<file path="src/rtl/alu_flag_pkg.sv">
package alu_flag_pkg;
    localparam int DATA_W    = 16;
    localparam int IMM_W     = 8;
    localparam int OP_W      = 4;
    localparam int NUM_FLAGS = 5;

    localparam int FL_C = 0;
    localparam int FL_Z = 1;
    localparam int FL_N = 2;
    localparam int FL_L = 3;
    localparam int FL_F = 4;

    typedef enum logic [OP_W-1:0] {
        OP_ADD = 4'd0,
        OP_SUB = 4'd1,
        OP_CMP = 4'd2,
        OP_AND = 4'd3,
        OP_OR  = 4'd4,
        OP_XOR = 4'd5,
        OP_MOV = 4'd6,
        OP_LSH = 4'd7,
        OP_LUI = 4'd8
    } alu_op_e;

    typedef enum logic {
        FS_HOLD   = 1'b0,
        FS_UPDATE = 1'b1
    } flag_state_e;
endpackage

</file>
<file path="src/rtl/alu_opnd_sel.sv">
module alu_opnd_sel
    import alu_flag_pkg::*;
#(
    parameter int DW = DATA_W,
    parameter int IW = IMM_W
) (
    input  logic [OP_W-1:0] op,
    input  logic            imm_sel,
    input  logic [DW-1:0]   rsrc,
    input  logic [IW-1:0]   imm,
    output logic [DW-1:0]   opnd,
    output logic            shift_right
);
    localparam int EXT_W = DW - IW;

    logic [DW-1:0] imm_zx;
    logic [DW-1:0] imm_sx;
    logic          logic_op;

    assign imm_zx = {{EXT_W{1'b0}}, imm};
    assign imm_sx = {{EXT_W{imm[IW-1]}}, imm};

    always_comb begin
        logic_op = (op == OP_AND) || (op == OP_OR) || (op == OP_XOR);
        if (!imm_sel)
            opnd = rsrc;
        else if (logic_op)
            opnd = imm_zx;
        else
            opnd = imm_sx;
        shift_right = imm_sel ? imm[IW-1] : rsrc[DW-1];
    end
endmodule

</file>
<file path="src/rtl/alu_datapath.sv">
module alu_datapath
    import alu_flag_pkg::*;
#(
    parameter int DW = DATA_W,
    parameter int IW = IMM_W,
    parameter int NF = NUM_FLAGS
) (
    input  logic [OP_W-1:0] op,
    input  logic [DW-1:0]   dst,
    input  logic [DW-1:0]   opnd,
    input  logic            shift_right,
    input  logic [IW-1:0]   imm,
    output logic [DW-1:0]   result,
    output logic            writes,
    output logic [NF-1:0]   flag_val,
    output logic [NF-1:0]   flag_mask
);
    localparam int LOW_W = DW - IW;

    logic [DW:0]   sum_x;
    logic [DW:0]   dif_x;
    logic          add_ovf;
    logic          sub_ovf;
    logic          lt_u;
    logic          lt_s;

    always_comb begin
        sum_x   = {1'b0, dst} + {1'b0, opnd};
        dif_x   = {1'b0, dst} - {1'b0, opnd};
        add_ovf = (dst[DW-1] == opnd[DW-1]) && (sum_x[DW-1] != dst[DW-1]);
        sub_ovf = (dst[DW-1] != opnd[DW-1]) && (dif_x[DW-1] != dst[DW-1]);
        lt_u    = dif_x[DW];
        lt_s    = $signed(dst) < $signed(opnd);
    end

    always_comb begin
        result    = '0;
        writes    = 1'b1;
        flag_val  = '0;
        flag_mask = '0;
        unique case (op)
            OP_ADD: begin
                result          = sum_x[DW-1:0];
                flag_val[FL_C]  = sum_x[DW];
                flag_val[FL_F]  = add_ovf;
                flag_mask[FL_C] = 1'b1;
                flag_mask[FL_F] = 1'b1;
            end
            OP_SUB: begin
                result          = dif_x[DW-1:0];
                flag_val[FL_C]  = lt_u;
                flag_val[FL_F]  = sub_ovf;
                flag_mask[FL_C] = 1'b1;
                flag_mask[FL_F] = 1'b1;
            end
            OP_CMP: begin
                result          = dif_x[DW-1:0];
                writes          = 1'b0;
                flag_val[FL_Z]  = (dif_x[DW-1:0] == '0);
                flag_val[FL_L]  = lt_u;
                flag_val[FL_N]  = lt_s;
                flag_mask[FL_Z] = 1'b1;
                flag_mask[FL_L] = 1'b1;
                flag_mask[FL_N] = 1'b1;
            end
            OP_AND: result = dst & opnd;
            OP_OR:  result = dst | opnd;
            OP_XOR: result = dst ^ opnd;
            OP_MOV: result = opnd;
            OP_LSH: result = shift_right ? {1'b0, dst[DW-1:1]} : {dst[DW-2:0], 1'b0};
            OP_LUI: result = {imm, {LOW_W{1'b0}}};
            default: writes = 1'b0;
        endcase
    end
endmodule

</file>
<file path="src/rtl/alu_status_reg.sv">
module alu_status_reg
    import alu_flag_pkg::*;
#(
    parameter int NF = NUM_FLAGS
) (
    input  logic          clk,
    input  logic          rst_n,
    input  logic          issue,
    input  logic [NF-1:0] flag_val,
    input  logic [NF-1:0] flag_mask,
    output logic [NF-1:0] flags
);
    flag_state_e   state;
    logic [NF-1:0] flags_q;
    logic [NF-1:0] flags_d;

    always_comb begin
        state = (issue && (flag_mask != '0)) ? FS_UPDATE : FS_HOLD;
    end

    generate
        for (genvar i = 0; i < NF; i++) begin : g_bit
            always_comb begin
                unique case (state)
                    FS_UPDATE: flags_d[i] = flag_mask[i] ? flag_val[i] : flags_q[i];
                    FS_HOLD:   flags_d[i] = flags_q[i];
                    default:   flags_d[i] = flags_q[i];
                endcase
            end
        end
    endgenerate

    always_ff @(posedge clk) begin
        if (!rst_n)
            flags_q <= '0;
        else
            flags_q <= flags_d;
    end

    assign flags = flags_q;
endmodule

</file>
<file path="src/rtl/alu_flag_unit.sv">
module alu_flag_unit
    import alu_flag_pkg::*;
(
    input  logic                 clk,
    input  logic                 rst_n,
    input  logic                 issue,
    input  logic [OP_W-1:0]      opcode,
    input  logic                 imm_sel,
    input  logic [DATA_W-1:0]    rsrc,
    input  logic [DATA_W-1:0]    rdest,
    input  logic [IMM_W-1:0]     imm8,
    output logic [DATA_W-1:0]    result,
    output logic                 wr_en,
    output logic [NUM_FLAGS-1:0] flags
);
    logic [DATA_W-1:0]    opnd;
    logic                 shift_right;
    logic                 writes;
    logic [NUM_FLAGS-1:0] flag_val;
    logic [NUM_FLAGS-1:0] flag_mask;

    alu_opnd_sel #(.DW(DATA_W), .IW(IMM_W)) u_sel (
        .op          (opcode),
        .imm_sel     (imm_sel),
        .rsrc        (rsrc),
        .imm         (imm8),
        .opnd        (opnd),
        .shift_right (shift_right)
    );

    alu_datapath #(.DW(DATA_W), .IW(IMM_W), .NF(NUM_FLAGS)) u_dp (
        .op          (opcode),
        .dst         (rdest),
        .opnd        (opnd),
        .shift_right (shift_right),
        .imm         (imm8),
        .result      (result),
        .writes      (writes),
        .flag_val    (flag_val),
        .flag_mask   (flag_mask)
    );

    alu_status_reg #(.NF(NUM_FLAGS)) u_flags (
        .clk       (clk),
        .rst_n     (rst_n),
        .issue     (issue),
        .flag_val  (flag_val),
        .flag_mask (flag_mask),
        .flags     (flags)
    );

    assign wr_en = issue && writes;
endmodule

</file>
<file path="config.mk">
export PLATFORM = sky130hd
export DESIGN_NAME = alu_flag_unit
export DESIGN_NICKNAME = d
export VERILOG_FILES = /design/src/rtl/alu_flag_pkg.sv /design/src/rtl/alu_opnd_sel.sv /design/src/rtl/alu_datapath.sv /design/src/rtl/alu_status_reg.sv /design/src/rtl/alu_flag_unit.sv
export SDC_FILE = /design/constraint.sdc
export NUM_CORES = 1
export LEC_CHECK = 0
export ABC_AREA = 1
export ABC_CLOCK_PERIOD_IN_PS = 3150
export CAP_MARGIN = 40
export CORE_UTILIZATION = 47
export DETAILED_ROUTE_END_ITERATION = 10
export PLACE_DENSITY_LB_ADDON = 0.1
export SETUP_SLACK_MARGIN = 0.05
export SYNTH_ARGS = -nofsm -noshare
export SYNTH_HDL_FRONTEND = slang
export SYNTH_HIERARCHICAL = 1
export SYNTH_SLANG_ARGS = --single-unit
</file>
<file path="constraint.sdc">
create_clock -name clk -period 3.15 [get_ports clk]
set_clock_uncertainty 0.1 [all_clocks]
set_input_delay 0.63 -clock clk [delete_from_list [all_inputs] [get_ports clk]]
set_output_delay 0.63 -clock clk [all_outputs]
set_load 0.03 [all_outputs]
</file>
==> flow_summary_export.csv, run 1 <==
group,metric,value,unit
outcome,status,"did not finish",
outcome,stop_stage,"global routing",
outcome,first-error,"[ERROR GRT-0116] Global routing finished with congestion. Check the congestion regions in the DRC Viewer.",
synth,seq_area_frac_synth,0.0280,
global_routing,grt_max_degree,16,
synth,synth-edff-count,0,
placement,port_buffers,69,
cts,h-tree-depth,1,
floorplan,die_h,89.2,um
global_routing,grt_pass1_wl,41000,um
synth,async_reset_ff_frac,0,
cts,clock_path_buffers,2,
floorplan,pin_count,70,
synth,syn_area,0.00357,sq mm
global_routing,grt_pass1_vias,7461,
cts,cts_buffers,3,
synth,yosys_warnings,6,
global_routing,grt_overflow_total,1,
floorplan,start_util,0.490,
cts,clock_sinks,5,
floorplan,die_x,89.2,um
placement,pre_cts_ws,-894,ps
synth,synth_area_per_cell,5.47,sq um
synth,syn-num-nets,751,
placement,placed_area,0.00581,sq mm
placement,gp_congestion,1.04,
placement,hpwl,12900,um
floorplan,row_count,31,
synth,synth_cell_types,42,
synth,syn_inst,653,
synth,synth.ff_latch_count,5,
global_routing,grt_util_all_layers,0.709,
synth,synthFlopType,"dfxtp_1",
cts,root_buffer,"clkbuf_8",
## per-stage QoR
step	std cells	util	TNS (ps)
detailed placement	994	0.797	-13810
global placement	994	0.797	-12060
floorplan	653	-	-81.1
CTS	1026	0.944	-2500
## layer usage
metal  GRT overflow  GRT usage
met2              0      0.870
met4              1      0.662
met1              0      0.704
met5              0      0.305
met3              0      0.588
## synthesized netlist by cell type, drive strengths merged, types with 2 or more instances
cell type | instances | area, sq um
nand2 | 209 | 835
inv | 106 | 403
nand3 | 61 | 320
nor2 | 54 | 225
ha | 48 | 601
a21oi | 37 | 204
o22ai | 27 | 169
o21ai | 26 | 134
buf | 19 | 146
nor3 | 15 | 80.1
nand4 | 11 | 68.8
dfxtp | 5 | 100
o21bai | 5 | 37.5
o221ai | 5 | 43.8
o211ai | 4 | 30.0
and2 | 3 | 18.8
or2 | 3 | 18.8
xor2 | 3 | 26.3
a211oi | 2 | 15.0
fa | 2 | 40.0
nor4 | 2 | 12.5
## kinds of logic after synthesis
kind of cell / count (synthesis) / synth area share
AND/OR/NAND/NOR: 358 / 0.442
XOR/XNOR: 4 / 0.00982
buffers and inverters: 127 / 0.156
flip-flops: 5 / 0.0280
AO/OA/AOI/OAI: 109 / 0.184
adder cells (fa/ha/maj): 50 / 0.179
## repair_timing
| item | 4_1_cts |
|---|---|
| gates resized for setup | 271 |
| gates cloned | 0 |
| buffers inserted | 30 |
| hold buffers | 0 |
| pin swaps | 92 |
| setup endpoints to repair | 21 |
==> run 2: changes to the inputs <==
--- a/config.mk
+++ b/config.mk
@@ -6,12 +6,11 @@
 export NUM_CORES = 1
 export LEC_CHECK = 0
 export ABC_AREA = 1
-export ABC_CLOCK_PERIOD_IN_PS = 3150
+export ABC_CLOCK_PERIOD_IN_PS = 4100
 export CAP_MARGIN = 40
-export CORE_UTILIZATION = 47
+export CORE_UTILIZATION = 32
 export DETAILED_ROUTE_END_ITERATION = 10
-export PLACE_DENSITY_LB_ADDON = 0.1
-export SETUP_SLACK_MARGIN = 0.05
+export PLACE_DENSITY_LB_ADDON = 0.15
 export SYNTH_ARGS = -nofsm -noshare
 export SYNTH_HDL_FRONTEND = slang
 export SYNTH_HIERARCHICAL = 1
==> constraint.sdc (replaced) <==
create_clock -name clk -period 4.1 [get_ports clk]
set_clock_uncertainty 0.1 [all_clocks]
set_input_delay 0.82 -clock clk [delete_from_list [all_inputs] [get_ports clk]]
set_output_delay 0.82 -clock clk [all_outputs]
set_load 0.03 [all_outputs]
==> run 2 against run 1 <==
  * The run now ends clean
  * Area after synthesis did not move
  * Synthesized cell count did not move
==> flow_summary_export.csv, run 2 <==
group,metric,value,unit
outcome,status,"finished clean",
global_routing,grt_util_all_layers,0.268,
synth,synthFlopType,"dfxtp_1",
synth,synth_top_area_share,0.203,
worst_setup_path,critPathMaxFanout,3,
pwr,intPower,0.000662,W
synth,syn_area,0.00357,sq mm
synth,yosys_warnings,6,
synth,yosys.area.top_type,"nand2_1",
detailed_routing,wl_per_cell,15.3,um
placement,gp_congestion,0.972,
global_routing,grt_pass1_wl,24200,um
detailed_routing,first_pass_iters,5,
pwr,leakagePower,3.27,nW
worst_setup_path,end_kind,"primary output",
worst_setup_path,cp-startpoint,"rsrc[0]",
synth,syn-num-nets,751,
cells_and_area,largest_register_ffs,5,
pwr,p_comb_frac,0.886,
synth,yosysMostFrequentCell,"nand2_1",
worst_setup_path,endpoint,"result[12]",
worst_setup_path,crit_type,"primary input to primary output",
detailed_routing,drc,0,
global_routing,grt_overflow_total,0,
worst_setup_path,cp.arrival,3070,ps
cells_and_area,final_common_cell,"buf_4",
synth,synth_top_family_by_area,"simple AND/OR/NAND/NOR gates",
cts,clock_sinks,5,
timing,final_hold_viol_count,0,
synth,ys_top_cells_by_area,"nand2_1 20%, ha_1 17%, inv_1 9.9%",
placement,hpwl,12800,um
synth,synth-edff-count,0,
synth,synth_xor_xnor_area_share,0.00981,
global_routing,antenna_found_initial,0,
detailed_routing,ant_nets,0,
pwr,ir_drop,332,uV
synth,syn_inst,653,
cells_and_area,diodes,0,
floorplan,die-area,0.0116,sq mm
synth,async_reset_ff_frac,0,
floorplan,row_count,38,
pwr,power.switching,0.000597,W
worst_setup_path,ff2ff_path_depth,4,
detailed_routing,num_vias,5120,
cts,clock_latency,230,ps
worst_setup_path,reg2reg_slack,3390,ps
synth,synth_area_per_cell,5.47,sq um
timing,hold_ws,345,ps
detailed_routing,drtIter0Drc,315,
cts,root_buffer,"clkbuf_8",
synth,seq_area_frac_synth,0.0280,
synth,muxShareOfSynthArea,0,
job,drv_cap,0,
pwr,clkPwrFrac,0.074,
placement,port_buffers,69,
global_routing,grt_max_degree,16,
detailed_routing,totalWireLength,15700,um
cts,cts_buffers,3,
timing,final.setup.worst_slack,112,ps
synth,synth_top_cells_by_count,"193 x nand2_1, 94 x inv_1, 58 x nand3_1, 48 x ha_1, 45 x nor2_1",
cells_and_area,fill_cells,1040,
timing,final-setup-viol-count,0,
cells_and_area,fin_cells,1029,
cts,h-tree-depth,1,
floorplan,die_x,108,um
global_routing,grt_pass1_vias,4917,
cts,cts_tree,"done",
detailed_routing,viasPerCell,4.98,
worst_setup_path,r2r-end,"u_flags/flags[0]",
timing,fmax,251,MHz
floorplan,die_h,108,um
cells_and_area,drive_gt1_frac,0.415,
floorplan,start_util,0.329,
synth,synth_simple_gate_area_frac,0.442,
timing,slew_violations,0,
floorplan,core_region_area,0.0108,sq mm
timing,timing.setup.tns,0,ps
cells_and_area,final_cell_mix,"184 x buf_4, 161 x nand2_1, 80 x inv_1",
worst_setup_path,required,3180,ps
pwr,p_sw_frac,0.474,
cells_and_area,layout.nets,988,
timing,max-slew-margin-rel,0.472,
placement,dp.cells,1002,
synth,synth_cell_types,42,
pwr,seq_power_share,0.040,
cts,ctsHoldBuffers,0,
worst_setup_path,r2r_start,"u_flags/flags[0]",
cts,clock_path_buffers,2,
timing,rsz0062_at_grt,"yes",
cells_and_area,fin_util,0.594,
synth,synth.ff_latch_count,5,
pwr,power.density,195,mW/mm^2
timing,worst_pin_slew,785,ps
placement,pre_cts_ws,-320,ps
min_path,hold_path.class,"flip-flop to flip-flop",
cells_and_area,area_delta_synth_final,80.4,%
floorplan,pin_count,70,
timing,fin_crit_sh,0.973,
timing,layout_min_cycle_time,3990,ps
synth,synth-compound-area-share,0.184,
worst_setup_path,worstSetupStartpointType,"primary input",
cts,path_clk_slew,30,ps
synth,synthAdderAreaFrac,0.179,
==> run 2: cell counts after synthesis <==
No cell type changed its count.
==> run 2: how the worst min path moves through the flow <==
stage                     start               end  depth (start not counted)
2_1_floorplan  u_flags/flags[4]  u_flags/flags[4]                          2
3_3_place_gp   u_flags/flags[4]  u_flags/flags[4]                          2
3_5_place_dp   u_flags/flags[4]  u_flags/flags[4]                          2
4_1_cts        u_flags/flags[4]  u_flags/flags[4]                          2
5_1_grt        u_flags/flags[4]  u_flags/flags[4]                          2
6_report       u_flags/flags[4]  u_flags/flags[4]                          2
==> run 2: final cells by class <==
cell class,count,area [sq um],area share
flip-flops and latches,5,100,0.0155
repair buffers,252,2150,0.334
clock buffers,4,45.0,0.00700
inverters,107,417,0.0647
multi-input cells,521,3550,0.551
well taps,140,175,0.0272
==> run 2: power groups by stage <==
stage | Combinational [W] | Clock [W] | Sequential, W
6_report | 0.00112 | 0.0000934 | 0.0000500
5_1_grt | 0.00120 | 0.0000992 | 0.0000500
4_1_cts | 0.00102 | 0.0000963 | 0.0000500
3_5_place_dp | 0.000909 | 0 | 0.0000507
3_3_place_gp | 0.000900 | 0 | 0.0000507
2_1_floorplan | 0.000445 | 0 | 0.0000521
==> run 2: metal layers <==
metal  GRT usage  share of wire  up-vias
met1       0.360           0.45     2324
met3      0.0236          0.061       28
met2       0.451           0.46      166
met5           0              0        -
li1            -              -     2602
met4      0.0763          0.025        0
==> run 2: repair_timing <==
action,CTS,global route
setup buffers,16,8
endpoints found under the setup margin,13,11
pin swaps,22,33
resized for setup,104,81
gates cloned,0,0
==> run 2: stage by stage <==
step / instance area [sq um] / power [W]
CTS: 6090 / 0.00117
finish: 6440 / 0.00126
global route: 6440 / 0.00135
global placement: 5520 / 0.000951
floorplan: 3570 / 0.000497
detailed placement: 5520 / 0.000960
==> run 2: kinds of logic (layout without fill, tap and decap cells) <==
kind of cell	after synthesis	after routing
xor gates and xnor gates	4	4
adders and majority gates	50	50
buffers and inverters	127	363
AOI/OAI and AO/OA	109	109
DFF	5	5
and+or+nand+nor	358	358
==> run 2: worst max-delay path: stages <==
cell	delay, ps
clkdlybuf4s50_1	450
nand2_1	60
nand2_2	90
buf_4	120
ha_2	160
inv_2	40
fa_2	360
nand2_2	110
nand2_4	70
nand3_4	90
nand2_2	70
nand4_1	110
nand3_1	130
nand3_2	110
nand3_2	100
buf_12	180
Note: power is estimated with default switching activity, not from simulation.
==> run 3: changes to the inputs <==
--- a/config.mk
+++ b/config.mk
@@ -8,6 +8,7 @@
 export ABC_AREA = 1
 export ABC_CLOCK_PERIOD_IN_PS = 4100
 export CAP_MARGIN = 40
+export CORE_MARGIN = 2
 export CORE_UTILIZATION = 32
 export DETAILED_ROUTE_END_ITERATION = 10
 export PLACE_DENSITY_LB_ADDON = 0.15
==> run 3 against run 2 <==
  * Cell count down 1.8%
  * Register-to-register slack about the same
  * Power down 6.3%
  * First-iteration DRC count up 0.32%
  * Worst setup slack worse by 31 ps
  * Clock-buffer cell count unchanged
  * Worst hold slack worse by 1.2 ps
  * Design area down 6.2%
==> flow_summary_export.csv, run 3 (synthesis results as in run 2) <==
group,metric,value,unit
outcome,status,"finished clean",
job,drv_cap,0,
global_routing,grt_max_degree,16,
timing,fin_crit_sh,0.980,
cts,cts_tree,"done",
timing,rsz0062_at_grt,"yes",
cells_and_area,fill_cells,1115,
timing,slew_violations,0,
detailed_routing,ant_nets,0,
pwr,power,0.00118,W
global_routing,grt_pass1_wl,25100,um
cts,h-tree-depth,1,
global_routing,grt_util_all_layers,0.270,
placement,dp.cells,995,
detailed_routing,met1_length,7520,um
cells_and_area,layout.nets,969,
worst_setup_path,crit_type,"primary input to primary output",
placement,pre_cts_ws,-498,ps
timing,final.setup.worst_slack,80.9,ps
pwr,leakagePower,3.11,nW
worst_setup_path,required,3180,ps
cells_and_area,diodes,0,
cells_and_area,final_common_cell,"nand2_1",
detailed_routing,wl_per_cell,16.0,um
cts,root_buffer,"clkbuf_8",
cells_and_area,final_cell_mix,"172 x nand2_1, 167 x buf_4, 88 x inv_1",
placement,hpwl,13500,um
timing,worst_pin_slew,750,ps
floorplan,die_x,110,um
worst_setup_path,worstSetupStartpointType,"primary input",
cells_and_area,area_delta_synth_final,69.2,%
cts,clock_sinks,5,
cells_and_area,finalInstanceArea,0.00604,sq mm
floorplan,start_util,0.329,
detailed_routing,viasPerCell,5.05,
global_routing,grt_pass1_vias,5019,
timing,final_hold_viol_count,0,
cts,cts_buffers,3,
pwr,ir_drop,225,uV
detailed_routing,wl_met2,7280,um
cts,path_clk_slew,30,ps
placement,gp_congestion,0.948,
detailed_routing,first_pass_iters,5,
floorplan,die_h,110,um
cts,clock_path_buffers,2,
worst_setup_path,end_kind,"primary output",
cells_and_area,largest_register_ffs,5,
cells_and_area,fin_util,0.557,
placement,placed_area,0.00548,sq mm
worst_setup_path,cp.arrival,3100,ps
min_path,hold_path.class,"flip-flop to flip-flop",
floorplan,die-area,0.0120,sq mm
cells_and_area,fin_cells,1010,
timing,layout_min_cycle_time,4020,ps
floorplan,pin_count,70,
worst_setup_path,critPathMaxFanout,3,
detailed_routing,drc,0,
global_routing,grt_overflow_total,0,
cts,clock_latency,220,ps
placement,port_buffers,69,
pwr,power.density,195,mW/mm^2
cells_and_area,drive_gt1_frac,0.363,
detailed_routing,totalWireLength,16200,um
floorplan,core_region_area,0.0108,sq mm
global_routing,antenna_found_initial,0,
timing,max-slew-margin-rel,0.496,
floorplan,row_count,38,
timing,fmax,249,MHz
detailed_routing,wl_met3,1030,um
detailed_routing,num_vias,5097,
detailed_routing,top_layer,"met4",
cts,ctsHoldBuffers,0,
detailed_routing,drtIter0Drc,316,
timing,final-setup-viol-count,0,
run 3: per-stage QoR:
stage	hold slack [ps]	setup TNS (ps)
floorplan	468	0
global placement	336	-4390
detailed placement	343	-4470
CTS	348	-5.75
global route	368	-23.7
finish	344	0
run 3: metal layers:
layer / GRT usage / up-vias
li1: - / 2564
met2: 0.449 / 201
met5: 0 / -
met4: 0.0642 / 0
met1: 0.373 / 2306
met3: 0.0273 / 26
run 3: critical path, cell delays in order:
cell and delay, ps:
clkdlybuf4s50_1 450, nand2_1 60, nand2_2 60, ha_1 160, inv_1 60, fa_2 380
o21ai_4 250, nand2_2 90, nand2_2 140, a21oi_1 110, or2_0 210, nand3_1 80
nand3_2 90, buf_6 150
run 3: worst paths after layout:
kind | startpoint | to | slack, ps | cells past startpoint
worst max-delay path | rsrc[0] | result[10] | 80 | 14
worst min-delay path | u_flags/flags[4] | u_flags/flags[4] | 340 | 2
worst max register to register | u_flags/flags[0] | u_flags/flags[0] | 3380 | 4
worst min register to register | u_flags/flags[4] | u_flags/flags[4] | 340 | 2
run 3: where the power goes:
group / leakage, nW / internal (W) / switching, W
sequential: 0.0404 / 0.0000496 / 0.000000325
clock: 0.0228 / 0.0000668 / 0.0000251
combinational: 3.05 / 0.000492 / 0.000545
run 3: final cells by class:
| type | count | area [sq um] | share of cell area |
|---|---|---|---|
| Multi-Input combinational cell | 521 | 3330 | 0.551 |
| Timing Repair Buffer | 233 | 1980 | 0.328 |
| Inverter | 107 | 409 | 0.0678 |
| Tap cell | 140 | 175 | 0.0290 |
| Sequential cell | 5 | 100 | 0.0166 |
| Clock buffer | 4 | 45.0 | 0.00746 |
run 3: what timing repair did:
| item | in CTS | in global routing |
|---|---|---|
| resized for setup | 59 | 72 |
| buffers inserted | 9 | 2 |
| setup endpoints to repair | 15 | 15 |
| cloned | 0 | 0 |
| pin swaps | 10 | 25 |
==> run 4: changes to the inputs <==
--- a/config.mk
+++ b/config.mk
@@ -8,8 +8,10 @@
 export ABC_AREA = 1
 export ABC_CLOCK_PERIOD_IN_PS = 4100
 export CAP_MARGIN = 40
+export CELL_PAD_IN_SITES_DETAIL_PLACEMENT = 1
+export CELL_PAD_IN_SITES_GLOBAL_PLACEMENT = 2
 export CORE_MARGIN = 2
-export CORE_UTILIZATION = 32
+export CORE_UTILIZATION = 27
 export DETAILED_ROUTE_END_ITERATION = 10
 export PLACE_DENSITY_LB_ADDON = 0.15
 export SYNTH_ARGS = -nofsm -noshare
==> run 4 against run 3 <==
  * Clock power is 74% higher
  * Global-route usage is 1.0 points lower
  * Clock-buffer cell count stayed put
  * Non-clock buffer count is 1 higher
  * Die area is 18% higher
  * Worst hold slack worse by 3.8 ps
  * Sequential share of layout area hardly changed
  * Via count is 1.6% higher
  * Register-to-register slack hardly changed
  * Design area is 2.5% higher
  * Critical path depth is 1 higher
  * Critical path type unchanged
  * Critical endpoint is now result[5]
==> flow_summary_export.csv, run 4 (synthesis results as in run 2) <==
group,metric,value,unit
global_routing,grt_pass1_wl,29100,um
floorplan,die_h,119,um
cells_and_area,area_delta_synth_final,73.3,%
detailed_routing,totalWireLength,18900,um
cts,h-tree-depth,1,
cts,clock_path_buffers,2,
global_routing,grt_overflow_total,0,
floorplan,row_count,42,
worst_setup_path,cp_top_family,"buffers and inverters",
worst_setup_path,required,3180,ps
pwr,power.density,207,mW/mm^2
worst_setup_path,cp.arrival,3090,ps
timing,final.setup.worst_slack,92.6,ps
global_routing,grt_pass1_vias,5592,
detailed_routing,drc,0,
worst_setup_path,cp_cell_sequence,"clkdlybuf4s50_1, nand2_1, nand2_1, inv_1, buf_4, ha_1, nor2_2, nand2_2, nand3_4, nand2_2, buf_4, nand2_1, nand2_2, o211ai_1, clkbuf_16",
detailed_routing,wl_per_cell,18.1,um
detailed_routing,first_pass_iters,4,
worst_setup_path,worstSetupStartpointType,"primary input",
floorplan,die-area,0.0142,sq mm
global_routing,antenna_found_initial,0,
cts,cts_buffers,3,
floorplan,pin_count,70,
cells_and_area,layout.nets,970,
global_routing,grt_util_all_layers,0.260,
timing,fin_crit_sh,0.977,
worst_setup_path,critPathMaxFanout,3,
detailed_routing,drtIter0Drc,199,
worst_setup_path,end_kind,"primary output",
cells_and_area,drive_gt1_frac,0.367,
cts,root_buffer,"clkbuf_16",
worst_setup_path,crit_type,"primary input to primary output",
detailed_routing,num_vias,5180,
outcome,status,"finished clean",
pwr,ir_drop,224,uV
cells_and_area,final_cell_mix,"173 x nand2_1, 167 x buf_4, 84 x inv_1",
cts,ctsHoldBuffers,0,
timing,hold_ws,340,ps
placement,pre_cts_ws,-577,ps
min_path,hold_path.class,"flip-flop to flip-flop",
detailed_routing,ant_nets,0,
job,drv_cap,0,
floorplan,die_x,119,um
floorplan,start_util,0.273,
timing,fmax,250,MHz
timing,final-setup-viol-count,0,
cells_and_area,multiInputGateArea,0.00337,sq mm
worst_setup_path,cp_slowest_cell,"clkdlybuf4s50_1",
cells_and_area,diodes,0,
timing,slew_violations,0,
cts,path_clk_slew,30,ps
pwr,leakagePower,3.20,nW
worst_setup_path,reg2reg_slack,3370,ps
cells_and_area,final_common_cell,"nand2_1",
timing,layout_min_cycle_time,4010,ps
cells_and_area,seqCellArea,100,sq um
timing,max-slew-margin-rel,0.519,
cts,clock_sinks,5,
timing,worst_pin_slew,716,ps
detailed_routing,viasPerCell,4.95,
timing,rsz0062_at_grt,"yes",
global_routing,grt_max_degree,16,
cells_and_area,fill_cells,1741,
cells_and_area,largest_register_ffs,5,
cts,cts_tree,"done",
placement,hpwl,15500,um
worst_setup_path,cp_num_buf_inv,5,
placement,port_buffers,69,
placement,gp_congestion,0.934,
cts,clock_latency,230,ps
cells_and_area,fin_util,0.473,
worst_setup_path,max_stage_delay,450,ps
timing,final_hold_viol_count,0,
floorplan,core_region_area,0.0131,sq mm
==> run 4: cell types whose count changed in the layout (fill, tap and decap cells not counted), sizes merged <==
cell           before  now
clkdlybuf4s15       1    0
clkdlybuf4s50      44   39
dlygate4sd2         4    5
dlymetal6s2s        3    9
==> run 4: worst reg2reg max path: cells and delay by family, from the launching register on <==
| family | cells | cell delay (ps) |
|---|---|---|
| simple gates | 2 | 170 |
| flops | 1 | 310 |
| buf+inv | 2 | 90 |
==> run 4: path summary, 6_finish.rpt <==
check / startpoint / to / cells after the start
setup reg to reg: u_flags/flags[0] / u_flags/flags[0] / 4
setup / recovery: rsrc[2] / result[5] / 15
hold reg to reg: u_flags/flags[4] / u_flags/flags[4] / 2
hold / removal: u_flags/flags[4] / u_flags/flags[4] / 2
==> run 4: cell type report <==
cell class                 instances  area share
multi-input combinational        521       0.545
timing repair buffer             234       0.325
inverter                         107      0.0657
tap                              176      0.0356
sequential                         5      0.0162
clock buffer                       4      0.0127
==> run 4: timing repair <==
action,4_1_cts,5_1_grt
pin swaps,10,28
setup endpoints to repair,16,16
gates resized for setup,76,69
setup buffers,11,6
==> run 4: power by group <==
| group | switching, W | leakage [nW] | internal (W) |
|---|---|---|---|
| sequential | 0.000000299 | 0.0404 | 0.0000497 |
| combinational | 0.000575 | 3.12 | 0.000496 |
| clock | 0.0000309 | 0.0382 | 0.000129 |
==> run 4: per-stage QoR <==
stage / instances / total power (W) / setup TNS [ps] / area, sq um
after floorplan: 653 / 0.000497 / 0 / 3570
after global placement: 1026 / 0.000947 / -4610 / 5480
after detailed placement: 1026 / 0.000969 / -6050 / 5480
after CTS: 1041 / 0.00122 / 0 / 5920
after global routing: 1047 / 0.00137 / -124 / 6190
final: 1047 / 0.00128 / 0 / 6190
==> run 4: per-layer routing <==
metal  vias up  global-route usage  part of all wire
met5         -                   0                 0
met4         0              0.0603             0.020
met3        26              0.0158             0.045
met2       115               0.459              0.49
met1      2475               0.344              0.44
li1       2564                   -                 -
